File: src/rtl/ep0_in_pkg.sv
package ep0_in_pkg;
  typedef enum logic [1:0] {
    TK_NONE  = 2'b00,
    TK_IN    = 2'b01,
    TK_OUT   = 2'b10,
    TK_SETUP = 2'b11
  } tok_kind_e;

  typedef enum logic [1:0] {
    ST_IDLE   = 2'd0,
    ST_DATA   = 2'd1,
    ST_STATUS = 2'd2
  } stage_e;

  typedef enum logic [1:0] {
    EG_IDLE = 2'd0,
    EG_SEND = 2'd1,
    EG_WAIT = 2'd2
  } eng_e;
endpackage

File: src/rtl/ep0_in_fifo.sv
module ep0_in_fifo #(
  parameter int DATA_W = 8,
  parameter int DEPTH  = 8
) (
  input  logic                      clk,
  input  logic                      rst_n,
  input  logic                      push,
  input  logic [DATA_W-1:0]         push_data,
  input  logic                      flush,
  input  logic [$clog2(DEPTH)-1:0]  rd_idx,
  output logic [DATA_W-1:0]         rd_data,
  output logic [$clog2(DEPTH+1)-1:0] fill,
  output logic                      full
);
  localparam int IDX_W = $clog2(DEPTH);
  localparam int CNT_W = $clog2(DEPTH + 1);

  logic [DATA_W-1:0] mem [DEPTH];

  assign full    = (fill == CNT_W'(DEPTH));
  assign rd_data = mem[rd_idx];

  always_ff @(posedge clk or negedge rst_n) begin
    if (!rst_n) begin
      fill <= '0;
    end else if (flush) begin
      fill <= '0;
    end else if (push && !full) begin
      fill <= fill + CNT_W'(1);
    end
  end

  always_ff @(posedge clk) begin
    if (push && !full && !flush) begin
      mem[fill[IDX_W-1:0]] <= push_data;
    end
  end

  // the count never exceeds the buffer size
  a_r2_fill_bound: assert property (@(posedge clk) disable iff (!rst_n)
    fill <= CNT_W'(DEPTH));

  // no push is offered while the buffer is already full
  a_r2_no_overflow: assert property (@(posedge clk) disable iff (!rst_n)
    push |-> !full);
endmodule

File: src/rtl/ep0_in_engine.sv
module ep0_in_engine
  import ep0_in_pkg::*;
#(
  parameter int DATA_W  = 8,
  parameter int MAX_PKT = 8
) (
  input  logic                         clk,
  input  logic                         rst_n,
  input  logic                         tok_in,
  input  logic                         setup_tok,
  input  logic                         in_allowed,
  input  logic                         arm_req,
  input  logic [$clog2(MAX_PKT+1)-1:0] fill,
  input  logic [DATA_W-1:0]            rd_data,
  input  logic                         tx_ready,
  input  logic                         hs_ack,
  input  logic                         hs_lost,
  output logic                         armed,
  output logic                         nak_pulse,
  output logic                         tx_valid,
  output logic [DATA_W-1:0]            tx_data,
  output logic                         tx_last,
  output logic                         tx_zlp,
  output logic [$clog2(MAX_PKT)-1:0]   rd_idx,
  output logic                         ack_evt,
  output logic                         short_evt
);
  localparam int IDX_W = $clog2(MAX_PKT);
  localparam int CNT_W = $clog2(MAX_PKT + 1);

  eng_e             state;
  logic [CNT_W-1:0] pkt_len;
  logic             nak_q;

  assign armed     = (state != EG_IDLE) || armed_q;
  assign nak_pulse = nak_q;
  assign tx_valid  = (state == EG_SEND);
  assign tx_zlp    = tx_valid && (pkt_len == '0);
  assign tx_data   = rd_data;
  assign tx_last   = tx_valid &&
                     ((pkt_len == '0) || (CNT_W'(rd_idx) == pkt_len - CNT_W'(1)));
  assign ack_evt   = (state == EG_WAIT) && hs_ack && !setup_tok;
  assign short_evt = ack_evt && (pkt_len < CNT_W'(MAX_PKT));

  logic armed_q;

  always_ff @(posedge clk or negedge rst_n) begin
    if (!rst_n) begin
      state   <= EG_IDLE;
      armed_q <= 1'b0;
      pkt_len <= '0;
      nak_q   <= 1'b0;
      rd_idx  <= '0;
    end else if (setup_tok) begin
      state   <= EG_IDLE;
      armed_q <= 1'b0;
      nak_q   <= 1'b0;
      rd_idx  <= '0;
    end else begin
      nak_q <= 1'b0;
      if (arm_req && !armed_q) begin
        armed_q <= 1'b1;
        pkt_len <= fill;
      end
      case (state)
        EG_IDLE: begin
          if (tok_in) begin
            if (armed_q && in_allowed) begin
              state  <= EG_SEND;
              rd_idx <= '0;
            end else begin
              nak_q <= 1'b1;
            end
          end
        end
        EG_SEND: begin
          if (tx_ready) begin
            if (tx_last) state <= EG_WAIT;
            else         rd_idx <= rd_idx + IDX_W'(1);
          end
        end
        EG_WAIT: begin
          if (hs_ack) begin
            state   <= EG_IDLE;
            armed_q <= 1'b0;
            rd_idx  <= '0;
          end else if (hs_lost) begin
            state  <= EG_IDLE;
            rd_idx <= '0;
          end
        end
        default: state <= EG_IDLE;
      endcase
    end
  end

  // a NACK and a data beat never go out together
  a_r4_nak_excl: assert property (@(posedge clk) disable iff (!rst_n)
    !(nak_pulse && tx_valid));

  // a stalled beat stays unchanged
  a_r5_hold_beat: assert property (@(posedge clk) disable iff (!rst_n || setup_tok)
    (tx_valid && !tx_ready) |=> (tx_valid && $stable(tx_data) && $stable(tx_last)));

  // arming fixes the length at the buffered count
  a_r3_arm_len: assert property (@(posedge clk) disable iff (!rst_n || setup_tok)
    (arm_req && !armed_q) |=> (armed_q && pkt_len == $past(fill)));

  // an acknowledged packet is disarmed
  a_r7_ack_disarms: assert property (@(posedge clk) disable iff (!rst_n)
    ack_evt |=> !armed);

  // a lost handshake keeps the packet armed
  a_r8_lost_keeps: assert property (@(posedge clk) disable iff (!rst_n || setup_tok)
    ((state == EG_WAIT) && hs_lost && !hs_ack) |=> armed_q);
endmodule

File: src/rtl/ep0_in_stage.sv
module ep0_in_stage
  import ep0_in_pkg::*;
(
  input  logic       clk,
  input  logic       rst_n,
  input  logic       setup_tok,
  input  logic       out_tok,
  input  logic       setup_rd_ack,
  input  logic       ack_evt,
  input  logic       short_evt,
  input  logic       clr_done,
  input  logic       irq_en,
  output stage_e     stage,
  output logic       end_seen,
  output logic       done_flag,
  output logic       irq
);
  assign irq = done_flag && irq_en;

  always_ff @(posedge clk or negedge rst_n) begin
    if (!rst_n) begin
      stage    <= ST_IDLE;
      end_seen <= 1'b0;
    end else if (setup_tok) begin
      stage    <= ST_IDLE;
      end_seen <= 1'b0;
    end else begin
      if (stage == ST_IDLE && setup_rd_ack) stage <= ST_DATA;
      else if (stage == ST_DATA && out_tok) stage <= ST_STATUS;
      if (short_evt) end_seen <= 1'b1;
    end
  end

  always_ff @(posedge clk or negedge rst_n) begin
    if (!rst_n)        done_flag <= 1'b0;
    else if (ack_evt)  done_flag <= 1'b1;
    else if (clr_done) done_flag <= 1'b0;
  end

  // an acknowledged packet raises the flag
  a_r7_flag_set: assert property (@(posedge clk) disable iff (!rst_n)
    ack_evt |=> done_flag);

  // the status stage is left only through a SETUP token
  a_r11_status_sticky: assert property (@(posedge clk) disable iff (!rst_n)
    (stage == ST_STATUS && !setup_tok) |=> (stage == ST_STATUS));

  // a SETUP token returns the stage to idle
  a_r12_setup_idle: assert property (@(posedge clk) disable iff (!rst_n)
    setup_tok |=> (stage == ST_IDLE && !end_seen));
endmodule

File: src/rtl/ep0_in_ctrl.sv
module ep0_in_ctrl
  import ep0_in_pkg::*;
#(
  parameter int DATA_W  = 8,
  parameter int MAX_PKT = 8
) (
  input  logic              clk,
  input  logic              rst_n,
  input  logic              wr_valid,
  output logic              wr_ready,
  input  logic [DATA_W-1:0] wr_data,
  input  logic              arm_req,
  input  logic              setup_rd_ack,
  input  logic              clr_done,
  input  logic              irq_en,
  input  logic              tok_valid,
  input  logic [1:0]        tok_kind,
  input  logic              hs_ack,
  input  logic              hs_lost,
  output logic              nak_pulse,
  output logic              tx_valid,
  input  logic              tx_ready,
  output logic [DATA_W-1:0] tx_data,
  output logic              tx_last,
  output logic              tx_zlp,
  output logic              armed,
  output logic              done_flag,
  output logic              irq,
  output logic [1:0]        stage,
  output logic              end_seen
);
  localparam int IDX_W = $clog2(MAX_PKT);
  localparam int CNT_W = $clog2(MAX_PKT + 1);

  logic             tok_in, tok_out, setup_tok;
  logic             push, flush, full;
  logic [CNT_W-1:0] fill;
  logic [IDX_W-1:0] rd_idx;
  logic [DATA_W-1:0] rd_data;
  logic             ack_evt, short_evt;
  stage_e           stage_q;

  assign tok_in    = tok_valid && (tok_kind == TK_IN);
  assign tok_out   = tok_valid && (tok_kind == TK_OUT);
  assign setup_tok = tok_valid && (tok_kind == TK_SETUP);

  assign wr_ready = !armed && !arm_req && !full;
  assign push     = wr_valid && wr_ready;
  assign flush    = ack_evt || setup_tok;
  assign stage    = stage_q;

  ep0_in_fifo #(.DATA_W(DATA_W), .DEPTH(MAX_PKT)) fifo_i (
    .clk(clk), .rst_n(rst_n), .push(push), .push_data(wr_data),
    .flush(flush), .rd_idx(rd_idx), .rd_data(rd_data),
    .fill(fill), .full(full)
  );

  ep0_in_engine #(.DATA_W(DATA_W), .MAX_PKT(MAX_PKT)) eng_i (
    .clk(clk), .rst_n(rst_n), .tok_in(tok_in), .setup_tok(setup_tok),
    .in_allowed(stage_q == ST_DATA), .arm_req(arm_req), .fill(fill),
    .rd_data(rd_data), .tx_ready(tx_ready), .hs_ack(hs_ack), .hs_lost(hs_lost),
    .armed(armed), .nak_pulse(nak_pulse), .tx_valid(tx_valid),
    .tx_data(tx_data), .tx_last(tx_last), .tx_zlp(tx_zlp), .rd_idx(rd_idx),
    .ack_evt(ack_evt), .short_evt(short_evt)
  );

  ep0_in_stage stage_i (
    .clk(clk), .rst_n(rst_n), .setup_tok(setup_tok), .out_tok(tok_out),
    .setup_rd_ack(setup_rd_ack), .ack_evt(ack_evt), .short_evt(short_evt),
    .clr_done(clr_done), .irq_en(irq_en), .stage(stage_q),
    .end_seen(end_seen), .done_flag(done_flag), .irq(irq)
  );

  // the buffer takes no byte while a packet is armed
  a_r2_no_push_armed: assert property (@(posedge clk) disable iff (!rst_n)
    armed |-> !push);
endmodule

File: config.mk
export PLATFORM = sky130hd
export DESIGN_NAME = ep0_in_ctrl
export DESIGN_NICKNAME = d
export VERILOG_FILES = /design/src/rtl/ep0_in_pkg.sv /design/src/rtl/ep0_in_fifo.sv /design/src/rtl/ep0_in_engine.sv /design/src/rtl/ep0_in_stage.sv /design/src/rtl/ep0_in_ctrl.sv
export SDC_FILE = /design/constraint.sdc
export NUM_CORES = 1
export LEC_CHECK = 0
export BUFFER_PORTS_ARGS = -buffer_cell sky130_fd_sc_hd__clkbuf_2
export CORE_ASPECT_RATIO = 1.4
export CORE_MARGIN = 1.5
export CORE_UTILIZATION = 61
export CTS_BUF_LIST = sky130_fd_sc_hd__clkbuf_4 sky130_fd_sc_hd__clkbuf_8
export CTS_CLUSTER_DIAMETER = 30
export CTS_CLUSTER_SIZE = 40
export DETAILED_ROUTE_END_ITERATION = 6
export PLACE_DENSITY = 0.82
export REMOVE_ABC_BUFFERS = 1
export SLEW_MARGIN = 0
export SYNTH_ARGS = -nofsm -noshare
export SYNTH_HDL_FRONTEND = slang
export SYNTH_HIERARCHICAL = 1
export SYNTH_SLANG_ARGS = --single-unit
File: constraint.sdc
create_clock -name clk -period 2.8 [get_ports clk]
set_input_delay 0.56 -clock clk [delete_from_list [all_inputs] [get_ports clk]]
set_output_delay 0.56 -clock clk [all_outputs]
set_load 0.05 [all_outputs]
==> results by stage, run 1 <==
Die:
- The number of top-level design ports is 40.
- The total die area is 6700 sq um.
- The die is 69.6 um wide.
- The placeable core region is between 5000 and 6000 sq um.
- The vertical die dimension is 96.3 um.
- The cell row count is 33.
- The starting density of the core is between 60% and 70%.

Pwr:
- The worst supply voltage drop on vdd is ~0.6 mV.
- The analysis attributes to cell leakage a power of 1.64 nW.
- For this design the ratio of total power to cell area is 836 nW/um^2.
- The design draws 0.00359 W.

STA:
- The actual slew at the worst max-slew pin is 0.506 ns.
- Setup violations remaining at the end of the flow were counted as 0.
- Static timing analysis puts the maximum clock frequency at 0.375 GHz.
- Of the available clock period, the critical path in the final layout requires between 90% and 100%.
- The minimum clock period is 2.67 ns.
- The worst hold slack is 0.167 ns.
- The final number of hold-violating endpoints was 0.
- Setup total negative slack on the finished layout was measured at 0 ns.
- The number of slew-limit violations in the final report is 0.
- Across the routed clock network, the largest skew measured is 0.00808 ns.
- Setup repair after global routing left no endpoint under its margin.
- The normalized max-slew margin is about two thirds.

Synth:
- The post-synthesis share of cell area spent on and, or, nand and nor gates is 10.2%.
- The portion of the post-synthesis area used by sequential elements is 63.3%.
- The mapped netlist covers 3790 sq um.
- After synthesis, the largest family of logic cells by area is multiplexers.
- The adder-cell share of the synthesized area is roughly 1.3%.
- The prevailing post-synth register cell is edfxtp_1.
- The mean instance size in the synthesized netlist is around 16 sq um.
- The number of flops mapped to enable cells by yosys is 64.
- The synthesized design contains 83 register bits.
- The fraction of synthesized cell area in xor and xnor cells is 0.693%.
- The Yosys step of the flow raised 6 warnings.
- For this run, asynchronously set or reset flops after synthesis account for 22.9%.
- Synthesis handed over a netlist of 239 instances.
- Summing the areas of all compound-gate instances in the mapped netlist gives under 10% of the synthesized area.
- After synthesis, the netlist uses 55 different library cells.
- Multiplexer cells account for 15.2% of the synthesized area.

Clock tree:
- The number of buffers inserted during clock tree synthesis is 9.
- TritonCTS built the clock tree.
- The clock reaches the later pin of the worst-skew pair after approximately 0.34 ns.
- The cell at the root of the clock tree is clkbuf_8.
- The maximum number of buffers from clock root to sink is 2.
- The count of hold buffers inserted by post-cts repair is 0.
- The H-tree generated during clock tree synthesis spans 3 levels.
- CTS saw 83 sinks.
- After clock tree synthesis, the clock-pin slew on the worst setup and hold paths is 0.08 ns.

Drt:
- The met1 routed wirelength after detailed routing is 2.79 mm.
- For this run, the detailed router's first-pass iteration total came to 4.
- The detailed-routed wire length on met2 is between 3 and 4 mm.
- The count of vias placed by the detailed router is 2158.
- The highest metal layer carrying signal wires in the routed design is met4.
- The mean number of vias per cell is 5.96.
- The met3 wirelength from detailed routing is 235 um.
- After detailed routing, the average wire length per cell comes to 18.5 um.
- In this run the remaining antenna-violating nets after routing total 0.
- The routed design has 6.70 mm of wire.
- The number of DRC violations after detailed routing is 0.
- After the first detailed-routing iteration, the DRC count stood at 116.

Critical path:
- The kind of start point of the critical path is a flop.
- Traced cell by cell, the critical path runs through buf_4, mux4_1, mux2_2, clkbuf_2.
- The peak fanout along the critical path is 20.
- The critical path depth is 4.
- The endpoint type of the worst setup path is an output pin.
- The slowest stage of the critical path is the mux4_1 cell.
- Counting both buffers and inverters, the worst setup path holds a total of 2.
- The critical path is of the reg2out type.
- For the worst setup path, the data required time is 2.24 ns.
- The signal arrival time at the worst endpoint is 2.11 ns.
- The worst reg2reg path depth is 9.
- The peak per-stage delay on the critical path is between 0.6 and 0.7 ns.
- On the critical path the largest part of the delay comes from multiplexers.

Final layout:
- Once layout is complete, the cells apart from fillers number 362.
- The number of antenna diodes in the final layout is 0.
- Leaving out fill and tap cells, the most frequent cell in the layout is edfxtp_1.
- The library cells used most frequently in the layout, excluding fill and tap cells, are edfxtp_1, clkbuf_2, dfrtp_1, nor2_1.
- The number of fill cells in the layout is ~370.
- The final net count is 312.
- Registers take between 2000 and 2500 sq um.
- Of the cells placed in the final design, the portion with a size suffix greater than 1 is 31.5%.
- The area growth from synthesis to layout is 13.4%.
- Cells fill between 70% and 80% of the core in the end.
- Summing all multi-input logic gate instances after layout gives 1260 sq um.

Placement:
- The count of buffers from port buffering is 39.
- At the end of routability-driven placement, the weighted congestion stood at 0.809.
- The cell count after placement is ~350.
- The HPWL after detailed placement is roughly 4.7 mm.

Global routing:
- The first global-routing pass estimated 10.6 mm of wire.
- The number of global-route vias before repair is ~2100.
- The overall fraction of global-route tracks in use is 21.6%.
- The number of antenna violations at the first check in global routing is 0.
- Summed over all layers, the global routing overflow is 0.
- Entering global routing, the biggest net connects 21 pins.

Run:
- The tool flagged a number of max-cap violations equal to 0.

Outcome:
- The flow ran to the end, and the final reports show no timing, DRC or antenna violations.

Worst hold path:
- The min-delay analysis places its worst path in the category in2async.
-- power by group --
group / switching, W / internal, W
sequential: 0.0000973 / 0.00141
clock: 0.000423 / 0.000510
combinational: 0.000746 / 0.000406
total: 0.00127 / 0.00233
-- layout make-up --
class | count | share of cell area [%]
multi-input cells | 133 | 29.3
repair buffers | 53 | 7.05
clock inverters | 7 | 2.30
flip-flops and latches | 83 | 55.8
clock buffers | 9 | 2.88
inverters | 7 | 0.612
well taps | 70 | 2.04
-- repair_timing --
| action | 4_1_cts | 5_1_grt |
|---|---|---|
| setup buffers | 0 | 0 |
| resized for setup | 0 | 6 |
| setup endpoints to repair | 0 | 1 |
-- sequential cells by signal, summed over array words and instances (netlist names) --
name and cells:
eng_i/armed_q 1, eng_i/nak_pulse 1, eng_i/pkt_len 4, eng_i/rd_idx 3, eng_i/state 2, fifo_i/fill 4
fifo_i/mem 64, stage_i/done_flag 1, stage_i/end_seen 1, stage_i/stage 2
-- logic make-up after synthesis --
| kind of cell | after synthesis |
|---|---|
| buffers and inverters | 23 |
| xor gates and xnor gates | 3 |
| AOI/OAI and AO/OA | 26 |
| and+or+nand+nor | 70 |
| adders and majority gates | 4 |
| muxes | 30 |
| DFF | 83 |
-- per-stage QoR --
step                setup WS [ns]  instance area, sq um
floorplan                  -0.225                  3670
global placement            0.417                  4060
detailed placement          0.337                  4060
CTS                        0.0346                  4280
global route              0.00703                  4300
finish                      0.132                  4300
-- cells in the mapped netlist, types with 2 or more instances --
cell,instances,area share (%)
a21boi_0,2,0.40
a21oi_1,5,0.66
a31oi_1,2,0.33
and2_1,2,0.33
and3_1,2,0.33
and3b_1,2,0.46
buf_4,8,1.6
buf_6,2,0.59
clkbuf_1,3,0.30
dfrtp_1,19,13
edfxtp_1,64,51
ha_1,4,1.3
inv_1,7,0.69
mux2_2,11,3.3
mux2i_1,3,0.79
mux4_1,16,11
nand2_1,16,1.6
nand2b_1,2,0.33
nand4_1,2,0.33
nor2_1,19,1.9
nor2b_1,6,0.99
nor3_1,4,0.53
nor3b_1,2,0.40
o21ai_0,3,0.40
or4b_1,2,0.53
xnor2_1,2,0.46
-- layer usage --
layer / vias up / GRT usage (%)
met3: 10 / 4.40
met2: 55 / 38.9
met1: 1063 / 25.8
li1: 1030 / -
met4: 0 / 8.17
met5: - / 0
-- final timing paths --
| kind | startpoint | endpoint | slack [ns] |
|---|---|---|---|
| max reg2reg | fifo_i/fill[0]$_DFFE_PN0P_ | fifo_i/mem[4][7]$_DFFE_PP_ | 0.32 |
| max | eng_i/rd_idx[1]$_DFFE_PN0P_ | tx_data[0] | 0.13 |
| min in group clk | clr_done | stage_i/done_flag$_DFFE_PN0P_ | 0.47 |
| max in group asynchronous | rst_n | eng_i/rd_idx[1]$_DFFE_PN0P_ | 2.29 |
| min reg2reg | stage_i/done_flag$_DFFE_PN0P_ | stage_i/done_flag$_DFFE_PN0P_ | 0.51 |
| min | rst_n | stage_i/stage[0]$_DFFE_PN0P_ | 0.17 |
-- worst reg2reg max path, delay by kind of cell, from the launching register on --
kind,cells,cell delay [ns]
AND/OR/NAND/NOR,6,1.10
flip-flops,1,0.52
buffers and inverters,2,0.35
adder cells (fa/ha/maj),1,0.22
No activity file was read; power rests on OpenSTA's default activity.
==> run 2, diff against run 1 <==
- CORE_ASPECT_RATIO: 1.4 -> 1.1
==> run 2 against run 1 <==
Global-route usage is 0.72 points higher. Critical endpoint is now tx_data[2]. Final cell count rose by 2.5%. Clock power hardly changed. Largest power group unchanged. Sequential cell count unchanged.
==> results by stage, run 2 (same netlist as run 1, synthesis figures left out) <==
Die:
- The total die area was 6700 sq um (about the same).
- The cell row count was 29 (-12%).
- The die extent in x is 78.2 um (+12%).
- The number of top-level design ports is 40 (unchanged).
- The starting density of the core was 64.5% (+0.73 points).
- The placeable core region was 5880 sq um (-1.1%).
- The vertical die dimension is 85.7 um (-11%).

Clock tree:
- The clock-pin slew on the worst setup and hold paths is 0.08 ns (about the same).
- The post-cts sizing count came to 0 (unchanged).
- The source-to-sink clock delay at the later pin of the worst-skew pair was 0.34 ns (about the same).
- The total clock sinks is 83 (unchanged).
- In this run the clock root is driven by a clkbuf_8.
- The clock tree from TritonCTS is yes.
- The post-CTS setup buffer count is 0 (unchanged).
- The count of hold buffers inserted by post-cts repair is 0 (unchanged).
- The number of buffers inserted during clock tree synthesis is 9 (unchanged).
- The H-tree depth is 3 (unchanged).
- The maximum number of buffers from clock root to sink was 2 (unchanged).

Final layout:
- The share of the core filled with cells in the final layout came to 73.3% (+1.0 points).
- The final net count was 314 (+0.64%).
- The final antenna diode count is 0 (unchanged).
- The layout overhead on the synthesized area is 13.6%.
- The post-route cell area was 4310 sq um (+0.23%).
- The commonest non-fill, non-tap cell in the layout is edfxtp_1.
- The library cells used most frequently in the layout, excluding fill and tap cells, are edfxtp_1, clkbuf_2, nor2_1, dfrtp_1, buf_4.
- The number of fill cells in the layout is 385 (+4.3%).
- The flip-flop count of the largest register after layout is 64 (unchanged).
- The share of layout cells above drive strength 1 is 31.3% (-0.21 points).

Critical path:
- The signal arrival time at the worst endpoint came to 2.08 ns (-0.03 ns).
- The required time at the endpoint of the critical path was 2.24 ns (about the same).
- The worst setup slack for register-to-register paths is 0.32 ns (about the same).
- The peak fanout along the critical path is 14 (-30%).
- The worst flop-to-flop path endpoint is fifo_i/mem[0][7]$_DFFE_PP_.
- The worst reg2reg path depth is 9 (unchanged).
- The startpoint of the most critical register-to-register path is fifo_i/fill[0]$_DFFE_PN0P_.
- The critical path class is reg2out.
- The kind of start point of the critical path is a flop.
- The endpoint type of the worst setup path is an output pin.

Placement:
- The weighted congestion reported at the end of routability-driven placement came to 0.812 (+0.46%).
- The cell area reported after detailed placement is 4080 sq um (+0.59%).
- The post-placement setup slack was 0.382 ns (+0.0451 ns).
- The placed wire-length estimate is 4.52 mm (-2.9%).
- The count of buffers from port buffering was 39 (unchanged).

Global routing:
- The number of antenna violations at the first check in global routing is 0 (unchanged).
- The global-route congestion overflow total is 0 (unchanged).
- The number of global-route vias before repair is 2229 (+5.7%).
- The largest net degree at the start of global routing is 20 (-4.8%).
- The overall fraction of global-route tracks in use was 22.3% (+0.72 points).
- The first-pass GRT wire length is 10.8 mm (+1.9%).

STA:
- The minimum clock period is 2.64 ns (-0.0307 ns).
- The part of the cycle the worst path needs is 94.2% (-1.1 points).
- The normalized max-slew margin came to 54.2% (-12 points).
- The maximum clock rate is 0.379 GHz (+1.2%).
- The clock skew after layout is 0.00621 ns (-0.00187 ns).
- The number of slew-limit violations in the final report is 0 (unchanged).
- The smallest setup slack after layout is 0.163 ns (+0.0307 ns).
- The final number of hold-violating endpoints was 0 (unchanged).
- Setup repair after global routing left no endpoint under its margin.
- The final number of setup-violating endpoints is 0 (unchanged).
- The actual slew at the worst max-slew pin is 0.685 ns (+0.179 ns).
- The worst hold slack is 0.163 ns (-0.00422 ns).

Drt:
- The mean number of vias per cell is 5.89 (-1.2%).
- The count of vias placed by the detailed router is 2186 (+1.3%).
- The detailed-routed wire length on met2 was 3.60 mm (+1.3%).
- The number of DRC violations after detailed routing is 0 (unchanged).
- The number of violations reported at the end of detailed-routing iteration 0 is 177 (+53%).
- The per-cell routed wire length is 18.0 um (-2.8%).
- The number of nets with antenna violations after routing is 0 (unchanged).
- The met3 wirelength from detailed routing is 298 um (+27%).
- The met1 routed wirelength after detailed routing is 2.67 mm (-4.5%).
- Signal routing reaches up to met4.
- The sum of routed wire length over all layers is 6.68 mm (-0.40%).
- The number of optimization iterations in the first detailed-route pass came to 4 (unchanged).

Outcome:
- The run finished with clean final reports.

Pwr:
- The power after layout is 0.00360 W (+0.26%).
- The worst supply voltage drop on vdd is 0.547 mV (-10%).
- The leakage power is 1.64 nW (+0.19%).
- The power density over cell area is 836 nW/um^2 (about the same).

Worst hold path:
- The min-delay analysis places its worst path in the category in2async.

Run:
- The max-cap violation count is 0 (unchanged).
run 2: report_power, final:
group / switching, W / internal [W] / leakage [nW]
Sequential: 0.000105 / 0.00141 / 0.828
Combinational: 0.000736 / 0.000414 / 0.705
Clock: 0.000426 / 0.000510 / 0.109
run 2: critical path: stages (launching register included):
cell      delay [ns]
dfrtp_1         0.36
buf_4           0.25
mux4_1          0.59
mux2_2          0.29
clkbuf_2        0.24
run 2: per-layer routing:
metal / up-vias / GRT usage (%)
met4: 0 / 8.12
li1: 1028 / -
met5: - / 0
met3: 10 / 5.74
met2: 66 / 38.8
met1: 1082 / 27.0
run 2: worst max-delay path by stage:
stage / to / depth (start not counted) / startpoint / slack, ns
final: tx_data[2] / 4 / eng_i/rd_idx[1]$_DFFE_PN0P_ / 0.16
after CTS: tx_data[6] / 3 / eng_i/rd_idx[2]$_DFFE_PN0P_ / 0.01
after global routing: tx_last / 7 / eng_i/pkt_len[0]$_DFFE_PN0P_ / 0.008
after floorplan: tx_last / 2 / eng_i/state[0]$_DFFE_PN0P_ / -0.23
after global placement: tx_data[6] / 3 / eng_i/rd_idx[2]$_DFFE_PN0P_ / 0.47
after detailed placement: fifo_i/mem[0][1]$_DFFE_PP_ / 9 / fifo_i/fill[0]$_DFFE_PN0P_ / 0.38
run 2: through the flow:
stage | std cells | TNS [ns]
finish | 371 | 0
CTS | 371 | 0
global route | 371 | 0
global placement | 355 | 0
detailed placement | 355 | 0
floorplan | 223 | -0.225
run 2: area by class of cell:
cell class	instances	area (sq um)	share of cell area, %
clock buffers	9	124	2.88
clock inverters	7	100	2.32
inverters	7	26.3	0.610
multi-input cells	133	1240	28.9
flip-flops and latches	83	2400	55.7
well taps	77	96.3	2.24
repair buffers	55	318	7.38
